--- src/rtl/bsr_pkg.sv ---
package bsr_pkg;

    // kind of pin a cell sits beside
    typedef enum logic {
        CELL_IN  = 1'b0,
        CELL_OUT = 1'b1
    } cell_kind_e;

    // decoded per-cycle controls shared by every cell
    typedef struct packed {
        logic capture;
        logic shift;
        logic update;
        logic extest;
        logic intest;
    } bsr_ctl_t;

    function automatic int unsigned ring_len(int unsigned n_out, int unsigned n_in);
        return n_out + n_in;
    endfunction

endpackage

--- src/rtl/bsr_ctl.sv ---
module bsr_ctl
    import bsr_pkg::*;
(
    input  logic     capture_en,
    input  logic     shift_en,
    input  logic     update_en,
    input  logic     mode_extest,
    input  logic     mode_intest,
    output bsr_ctl_t ctl
);

    // shift has priority over capture and update
    always_comb begin
        ctl.shift   = shift_en;
        ctl.capture = capture_en & ~shift_en;
        ctl.update  = update_en & ~shift_en;
        ctl.extest  = mode_extest;
        ctl.intest  = mode_intest;
    end

endmodule

--- src/rtl/bsr_cell.sv ---
module bsr_cell
    import bsr_pkg::*;
#(
    parameter cell_kind_e KIND = CELL_OUT
) (
    input  logic     clk,
    input  logic     rst,
    input  bsr_ctl_t ctl,
    input  logic     scan_in,
    input  logic     func_in,
    output logic     scan_q,
    output logic     hold_q,
    output logic     func_out
);

    logic test_sel;

    always_ff @(posedge clk) begin
        if (rst) begin
            scan_q <= 1'b0;
        end else if (ctl.shift) begin
            scan_q <= scan_in;
        end else if (ctl.capture) begin
            scan_q <= func_in;
        end
    end

    // update stage moves on the falling edge, away from shifting
    always_ff @(negedge clk) begin
        if (rst) begin
            hold_q <= 1'b0;
        end else if (ctl.update) begin
            hold_q <= scan_q;
        end
    end

    generate
        if (KIND == CELL_OUT) begin : g_out
            assign test_sel = ctl.extest;
        end else begin : g_in
            assign test_sel = ctl.intest;
        end
    endgenerate

    assign func_out = test_sel ? hold_q : func_in;

endmodule

--- src/rtl/bsr_ring.sv ---
module bsr_ring
    import bsr_pkg::*;
#(
    parameter int unsigned N_OUT = 6,
    parameter int unsigned N_IN  = 5
) (
    input  logic             clk,
    input  logic             rst,
    input  logic             tdi,
    output logic             tdo,
    input  logic             capture_en,
    input  logic             shift_en,
    input  logic             update_en,
    input  logic             mode_extest,
    input  logic             mode_intest,
    input  logic [N_OUT-1:0] core_out,
    output logic [N_OUT-1:0] pad_out,
    input  logic [N_IN-1:0]  pad_in,
    output logic [N_IN-1:0]  core_in
);

    localparam int unsigned L = ring_len(N_OUT, N_IN);

    bsr_ctl_t       ctl;
    logic [L-1:0]   chain_q;
    logic [L-1:0]   chain_next;
    logic [L-1:0]   latch_q;

    bsr_ctl u_ctl (
        .capture_en  (capture_en),
        .shift_en    (shift_en),
        .update_en   (update_en),
        .mode_extest (mode_extest),
        .mode_intest (mode_intest),
        .ctl         (ctl)
    );

    // each cell takes its neighbour on the tdi side
    assign chain_next = {tdi, chain_q[L-1:1]};

    genvar gi;
    generate
        for (gi = 0; gi < N_IN; gi++) begin : g_in_cell
            bsr_cell #(.KIND(CELL_IN)) u_cell (
                .clk      (clk),
                .rst      (rst),
                .ctl      (ctl),
                .scan_in  (chain_next[gi]),
                .func_in  (pad_in[gi]),
                .scan_q   (chain_q[gi]),
                .hold_q   (latch_q[gi]),
                .func_out (core_in[gi])
            );
        end
        for (gi = 0; gi < N_OUT; gi++) begin : g_out_cell
            bsr_cell #(.KIND(CELL_OUT)) u_cell (
                .clk      (clk),
                .rst      (rst),
                .ctl      (ctl),
                .scan_in  (chain_next[N_IN+gi]),
                .func_in  (core_out[gi]),
                .scan_q   (chain_q[N_IN+gi]),
                .hold_q   (latch_q[N_IN+gi]),
                .func_out (pad_out[gi])
            );
        end
    endgenerate

    assign tdo = chain_q[0];

endmodule

--- config.mk ---
export PLATFORM = sky130hd
export DESIGN_NAME = bsr_ring
export DESIGN_NICKNAME = d
export VERILOG_FILES = /design/src/rtl/bsr_pkg.sv /design/src/rtl/bsr_ctl.sv /design/src/rtl/bsr_cell.sv /design/src/rtl/bsr_ring.sv
export SDC_FILE = /design/constraint.sdc
export NUM_CORES = 1
export LEC_CHECK = 0
export BUFFER_PORTS_ARGS = -buffer_cell sky130_fd_sc_hd__buf_2
export CORE_MARGIN = 2
export CORE_UTILIZATION = 51
export CTS_CLUSTER_SIZE = 8
export DETAILED_ROUTE_END_ITERATION = 16
export GPL_ROUTABILITY_DRIVEN = 0
export PLACE_DENSITY = 0.78
export SLEW_MARGIN = 10
export SYNTH_ARGS = -nofsm -noshare
export SYNTH_HDL_FRONTEND = slang
export SYNTH_SLANG_ARGS = --single-unit
--- constraint.sdc ---
create_clock -name clk -period 1.2 [get_ports clk]
set_clock_uncertainty 0.05 [all_clocks]
set_input_delay 0.12 -clock clk [delete_from_list [all_inputs] [get_ports clk]]
set_output_delay 0.12 -clock clk [all_outputs]
set_load 0.01 [all_outputs]
==> results of run 1 <==
## per-stage QoR
step | worst slack [ns] | area [sq um]
floorplan | -0.222 | 1270
global placement | -0.249 | 1390
detailed placement | -0.311 | 1390
CTS | -0.664 | 1580
global route | -0.688 | 1620
finish | -0.672 | 1620
## power by group through the flow
stage           Clock, W  Sequential (W)  Combinational, W
2_1_floorplan  0.0000615        0.000790          0.000242
3_3_place_gp   0.0000615        0.000790          0.000303
3_5_place_dp   0.0000615        0.000790          0.000309
4_1_cts         0.000526        0.000780          0.000350
5_1_grt         0.000579        0.000784          0.000383
6_report        0.000524        0.000782          0.000358
## registers in the layout, summed over array words and instances (netlist names)
name,flops
g_in_cell.u_cell.hold_q,5
g_in_cell.u_cell.scan_q,5
g_out_cell.u_cell.hold_q,6
g_out_cell.u_cell.scan_q,6
## worst min-delay path: cells and delay by family
family / cells / cell delay, ns
buf+inv: 1 / 0.08
simple gates: 1 / 0.08
mux: 1 / 0.07
## placed cells by master (no fill, tap or decap), drive strengths merged
master	instances
clkbuf	3
nand2	22
mux2i	11
nor2	11
nor2b	1
inv	11
nand2b	1
mux2	22
buf	47
clkinvlp	1
dfxtp	22
a21oi	11
## repair_timing
item / CTS / global route
pin swaps: 7 / 2
setup buffers: 2 / 1
endpoints found under the setup margin: 19 / 21
gates resized for setup: 31 / 13
cloned: 0 / 0
## cell type report
cell class	instances	area share, %
Multi-Input combinational cell	79	42.3
Sequential cell	22	28.9
Timing Repair Buffer	47	22.2
Clock inverter	12	3.02
Tap cell	28	2.17
Clock buffer	3	1.39
## metal layers
layer,up-vias,wire (microns)
li1,477,-
met1,434,1120
met2,24,1310
met3,3,97
met4,0,23
met5,-,0
## cells by family (layout without fill, tap and decap cells)
group	Yosys count	in the layout
simple gates	35	35
mux	33	33
flops	22	22
buf+inv	19	62
compound gates	11	11
## worst min path at each step
stage,from,end
detailed placement,tdi,g_out_cell[5].u_cell.scan_q
global route,tdi,g_out_cell[5].u_cell.scan_q
finish,tdi,g_out_cell[5].u_cell.scan_q
floorplan,tdi,g_out_cell[5].u_cell.scan_q
CTS,tdi,g_out_cell[5].u_cell.scan_q
global placement,tdi,g_out_cell[5].u_cell.scan_q
==> summary.md, run 1 <==
| Metric | Value |
|---|---|
| Hold-critical path depth | `3` |
| Met1 Use GR | `about a quarter` |
| P&R area growth vs syn | `39.7%` |
| Unrepaired setup endpoints after global routing | `yes` |
| Leakage power | `about 0.8 nW` |
| Post-Syn Area | `about 1200 sq um` |
| Initial DRC Count | `7` |
| WL/cell | `between 10 and 15 microns` |
| CTS buffer count | `3` |
| Non-Filler Instances | `roughly 190` |
| Mux share of post-synthesis cell area | `approximately a third` |
| Worst Max-Slew Pin Slew | `around 0.38 ns` |
| CTS tree | `yes` |
| Area leader, netlist | `dfxtp_1` |
| Compound-cell area share of the yosys netlist | `approximately 4.8%` |
| First-pass GRT wire length | `~3.9 mm` |
| Crit path buffers/inverters | `1` |
| Maximum vdd drop | `680 uV` |
| Htree depth | `1` |
| I/O pin total | `31` |
| Largest net degree at the start of global routing | `20` |
| FF+latch area | `467 sq um` |
| Top cells by area, synth | `dfxtp_1 38%, mux2_4 13%, mux2_2 12%, mux2i_1 9.5%, buf_4 8.4%` |
| Post-Synth XOR/XNOR Area | `0%` |
| Adder-cell share of the synthesized area | `0%` |
| Reg2Reg Depth | `2` |
| Sw power | `around 0.0005 W` |
| RR Startpoint | `g_in_cell[1].u_cell.scan_q` |
| Initial antenna violation count | `0` |
| CTS root buf | `clkbuf_4` |
| WL final | `between 2 and 3 mm` |
| Crit path launch type | `flip-flop` |
| Max_slew headroom | `between 70% and 80%` |
| Max Root-Sink Buffers | `2` |
| Post-Syn Area per Cell | `between 9 and 10 sq um` |
| Number of global-route vias before repair | `~860` |
| Internal power | `0.00115 W` |
| Final WS setup | `-0.672 ns` |
| Ant diodes | `0` |
| Post-Syn Nets | `around 140` |
| Remaining DRCs | `0` |
| R2R Path End | `g_in_cell[1].u_cell.hold_q` |
| HP Class | `input pin to flip-flop` |
| Post-synth EDFFs | `0` |
| Setup crit end kind | `output port` |
| Sequential fraction of the synthesis area | `38.1%` |
| Crit-path max FO | `2` |
| CP Cell Sequence | `mux2_4, buf_6` |
| Clock tree sinks | `22` |
| Worst Setup EP | `pad_out[0]` |
| GRT Overall Usage | `about a fifth` |
| Die Ht | `around 52 microns` |
| Hold buffers post-CTS | `0` |
| Final hold violations | `1` |
| Async set or reset register ratio after synthesis | `0%` |
| Switching part of the total | `a little under a third` |
| Post-synth top cells | `22 x dfxtp_1, 22 x nand2_1, 13 x buf_4` |
| Synth Warn # | `0` |
| Reg power frac | `47.0%` |
| Synth Instances | `120` |
| Initial DRT Pass Iterations | `4` |
| Setup CP Type | `flip-flop to output port` |
| Part of the power in combinational logic | `21.5%` |
| Clk_lat worst skew | `0.33 ns` |
| Pins Over Slew Limit | `0` |
| Share of cells above drive strength 1 | `about two thirds` |
| Synth Register Bits | `22` |
| Worst path slowest cell | `dfxtp_2` |
| Clock Power Share | `around a third` |
| Unique masters post-synth | `14` |
| Layout Utilization | `between 70% and 80%` |
| Via/cell ratio | `between 4 and 5` |
| Met3 usage | `under 10%` |
| Busiest layer in global routing | `met2` |
| Gr ovfl total | `0` |
| DIE AREA | `2670 sq um` |
| Starting density of the core | `between 50% and 60%` |
| Top_reg_cell synth | `dfxtp_1` |
| Simple-gate area share of the yosys netlist | `about an eighth` |
| Flop2flop setup slack | `-0.03 ns` |
| Num rows | `17` |
| CORE AREA | `roughly 2200 sq um` |
| Die Span X | `51.6 microns` |
| Top Family by Delay on Critical Path | `flip-flops` |
| Status | `finished with violations` |
| Via count | `approximately 940` |
| Final Power | `0.00166 W` |
| Crit path depth | `2` |
| DP HPWL | `~1.7 mm` |
| Placed Cells incl. Taps | `174` |
| WP data arrival | `roughly 1.7 ns` |
| Delay of the slowest cell on the worst path | `0.32 ns` |
| CTS clk-pin slew, worst paths | `0.14 ns` |
| GR Layer Usage met2 | `between 30% and 40%` |
| Hold Slack | `-0.00433 ns` |
| Critical path startpoint | `g_out_cell[0].u_cell.hold_q` |
| PwrDens | `between 1000 and 1500 nW/um^2` |
| IO Port Bufs | `30` |
| Fillers | `156` |
| Setup TNS | `-7.11 ns` |
| Maxcap violations | `0` |
| Final setup vio count | `15` |
| Area of the multi-input gates | `about 680 sq um` |
| Required time of the critical path | `between 1 and 1.5 ns` |
| Failing checks | `hold timing, setup timing` |
| Post-synth top area share | `between 30% and 40%` |
| Largest family of logic cells by synthesized area | `multiplexers` |
| Nets | `around 180` |
| Routed Antenna Nets | `0` |
Note: power is estimated with default switching activity, not from simulation.
==> run 2: changes to the inputs <==
--- a/config.mk
+++ b/config.mk
@@ -6,6 +6,7 @@
 export NUM_CORES = 1
 export LEC_CHECK = 0
 export BUFFER_PORTS_ARGS = -buffer_cell sky130_fd_sc_hd__buf_2
+export CAP_MARGIN = 20
 export CORE_MARGIN = 2
 export CORE_UTILIZATION = 51
 export CTS_CLUSTER_SIZE = 8
==> constraint.sdc (replaced) <==
create_clock -name clk -period 1.2 [get_ports clk]
set_clock_uncertainty 0.05 [all_clocks]
set_input_delay 0.12 -clock clk [delete_from_list [all_inputs] [get_ports clk]]
set_output_delay 0.12 -clock clk [all_outputs]
set_load 0.02 [all_outputs]
==> run 2 against run 1 <==
Compared with the run above: the flow finishes with violations (setup timing); largest power group unchanged; design area is 1.4% lower; die area stayed put; sequential cell count stayed put; cell count shrank 1.0%; first-iteration DRC count is 14% lower; worst hold slack better by 0.010 ns; count of clock-buffer cells in the layout increased by 1; non-clock buffer count decreased by 2; clock power down 5.3%; power fell by 0.66%; critical endpoint is now pad_out[4]; combinational power rose by 5%.
==> summary.md, run 2 (synthesis gave the netlist of run 1 again) <==
| Metric | Value |
|---|---|
| Status | `finished with violations` |
| Failing checks | `setup timing` |
| Reg power frac | `47.3% (+0.3 points)` |
| Setup crit end kind | `output port` |
| Largest net degree at the start of global routing | `20 (unchanged)` |
| Setup CP Type | `flip-flop to output port` |
| DIE AREA | `2670 sq um (unchanged)` |
| GR Layer Usage met2 | `38.7% (+4.7 points)` |
| Initial antenna violation count | `0 (unchanged)` |
| P&R area growth vs syn | `37.7%` |
| Via/cell ratio | `5.10 (+3.8%)` |
| Max Root-Sink Buffers | `2 (unchanged)` |
| WL final | `2.57 mm (+1.2%)` |
| R2R Path End | `g_in_cell[0].u_cell.hold_q` |
| I/O pin total | `31 (unchanged)` |
| Worst Max-Slew Pin Slew | `0.351 ns (-0.0278 ns)` |
| Clock Power Share | `30.0% (-1.5 points)` |
| Sw power | `0.000499 W (-2.1%)` |
| WL/cell | `13.6 microns (+2.3%)` |
| Reg2Reg Depth | `2 (unchanged)` |
| CTS buffer count | `3 (unchanged)` |
| Crit-path max FO | `2 (unchanged)` |
| WP data arrival | `1.68 ns (-0.02 ns)` |
| Flop2flop setup slack | `-0.01 ns (+0.02 ns)` |
| DP HPWL | `1.78 mm (+7.6%)` |
| Starting density of the core | `53.3% (unchanged)` |
| Pins Over Slew Limit | `0 (unchanged)` |
| Via count | `963 (+2.7%)` |
| IO Port Bufs | `30 (unchanged)` |
| Busiest layer in global routing | `met2` |
| CTS clk-pin slew, worst paths | `0.14 ns (about the same)` |
| RR Startpoint | `g_in_cell[0].u_cell.scan_q` |
| Most common cell after layout, fill and taps aside | `mux2_4` |
| Crit path launch type | `flip-flop` |
| Num rows | `17 (unchanged)` |
| Routed Antenna Nets | `0 (unchanged)` |
| Maximum vdd drop | `717 uV (+5.6%)` |
| Largest registers | `g_out_cell.u_cell.hold_q (6), g_out_cell.u_cell.scan_q (6)` |
| Leakage power | `0.792 nW (-1.3%)` |
| Initial DRC Count | `6 (-1)` |
| Nets | `181 (-1.1%)` |
| Share of cells above drive strength 1 | `64.6% (-2.3 points)` |
| Clock tree sinks | `22 (unchanged)` |
| Dpl cell area | `1390 sq um (+0.18%)` |
| Final WS setup | `-0.653 ns (+0.0186 ns)` |
| Hold path startpoint | `tdi` |
| Required time of the critical path | `1.03 ns (about the same)` |
| Clk_lat worst skew | `0.32 ns (about the same)` |
| GRT Overall Usage | `20.1% (+0.40 points)` |
| Internal power | `0.00115 W (about the same)` |
| PwrDens | `1040 nW/um^2 (+0.74%)` |
| Hold Slack | `0.00590 ns (+0.0102 ns)` |
| Die Ht | `51.6 microns (unchanged)` |
| Hold-critical path depth | `3 (unchanged)` |
| Switching part of the total | `30.2% (-0.45 points)` |
| Die Span X | `51.6 microns (unchanged)` |
| CTS root buf | `clkbuf_4` |
| Maxcap violations | `0 (unchanged)` |
| Most frequent cells in the layout | `21 x mux2_4, 20 x dfxtp_2, 19 x buf_2` |
| Met1 Use GR | `22.8% (-2.2 points)` |
| Met3 usage | `2.87% (unchanged)` |
| HP Class | `input pin to flip-flop` |
| Remaining DRCs | `0 (unchanged)` |
| Final hold violations | `0 (-1)` |
| Design area | `1590 sq um (-1.4%)` |
| CORE AREA | `2170 sq um (unchanged)` |
| Unrepaired setup endpoints after global routing | `yes` |
| Setup WS pre-CTS | `-0.293 ns (+0.0177 ns)` |
| CTS tree | `yes` |
| Number of global-route vias before repair | `930 (+8.6%)` |
| First-pass GRT wire length | `3.99 mm (+2.5%)` |
| Htree depth | `1 (unchanged)` |
| Ant diodes | `0 (unchanged)` |
| Part of the power in combinational logic | `22.7% (+1.2 points)` |
| Final setup vio count | `18 (+3)` |
| Max_slew headroom | `76.6% (+1.8 points)` |
| Gr ovfl total | `0 (unchanged)` |
| Worst hold endpoint | `g_out_cell[5].u_cell.scan_q` |
| Initial DRT Pass Iterations | `4 (unchanged)` |
[run 2: cell types whose count changed in the layout (fill, tap and decap cells not counted), sizes merged]
| cell | before | now |
|---|---|---|
| clkbuf | 3 | 4 |
| buf | 47 | 45 |
| clkinvlp | 1 | 0 |
[run 2: per-stage QoR]
stage | cells | TNS (ns) | utilization [%] | total power [W]
2_1_floorplan | 120 | -2.97 | - | 0.00111
3_3_place_gp | 174 | -5.45 | 64.2 | 0.00117
3_5_place_dp | 174 | -6.01 | 64.2 | 0.00118
4_1_cts | 189 | -7.02 | 71.4 | 0.00164
5_1_grt | 189 | -7.60 | 73.5 | 0.00172
6_report | 189 | -7.07 | 73.5 | 0.00165
[run 2: cell type report]
class / count / area (sq um)
tap: 28 / 35.0
timing repair buffer: 45 / 344
clock inverter: 11 / 41.3
fill: 176 / 576
sequential: 22 / 469
multi-input combinational: 79 / 678
clock buffer: 4 / 26.3
[run 2: what timing repair did]
action                     4_1_cts  5_1_grt
pin swaps                        8        0
hold buffers                     0        0
gates resized for setup         34       19
setup endpoints to repair       21       22
buffers inserted                 1        0
[run 2: worst max-delay path by stage]
| stage | slack (ns) | depth (start not counted) | end | start |
|---|---|---|---|---|
| finish | -0.65 | 2 | pad_out[4] | g_out_cell[4].u_cell.hold_q |
| global route | -0.68 | 2 | pad_out[4] | g_out_cell[4].u_cell.hold_q |
| CTS | -0.65 | 2 | pad_out[4] | g_out_cell[4].u_cell.hold_q |
| detailed placement | -0.29 | 4 | g_out_cell[3].u_cell.hold_q | update_en |
| global placement | -0.27 | 2 | core_in[3] | g_in_cell[3].u_cell.hold_q |
| floorplan | -0.23 | 2 | core_in[4] | g_in_cell[4].u_cell.hold_q |
[run 2: power groups by stage]
stage | clock, W | combinational (W) | sequential [W]
after floorplan | 0.0000615 | 0.000260 | 0.000790
after global placement | 0.0000615 | 0.000323 | 0.000789
after detailed placement | 0.0000615 | 0.000332 | 0.000790
after CTS | 0.000493 | 0.000369 | 0.000779
after global routing | 0.000541 | 0.000398 | 0.000784
final | 0.000496 | 0.000375 | 0.000781
[run 2: per-layer routing]
layer | up-vias | wire, microns
met5 | - | 0
met4 | 0 | 21
met3 | 3 | 94
met2 | 25 | 1390
met1 | 462 | 1070
li1 | 473 | -
[run 2: worst max-delay path, stage by stage (launching register included)]
cell	delay, ns
dfxtp_2	0.31
mux2_4	0.25
buf_6	0.13
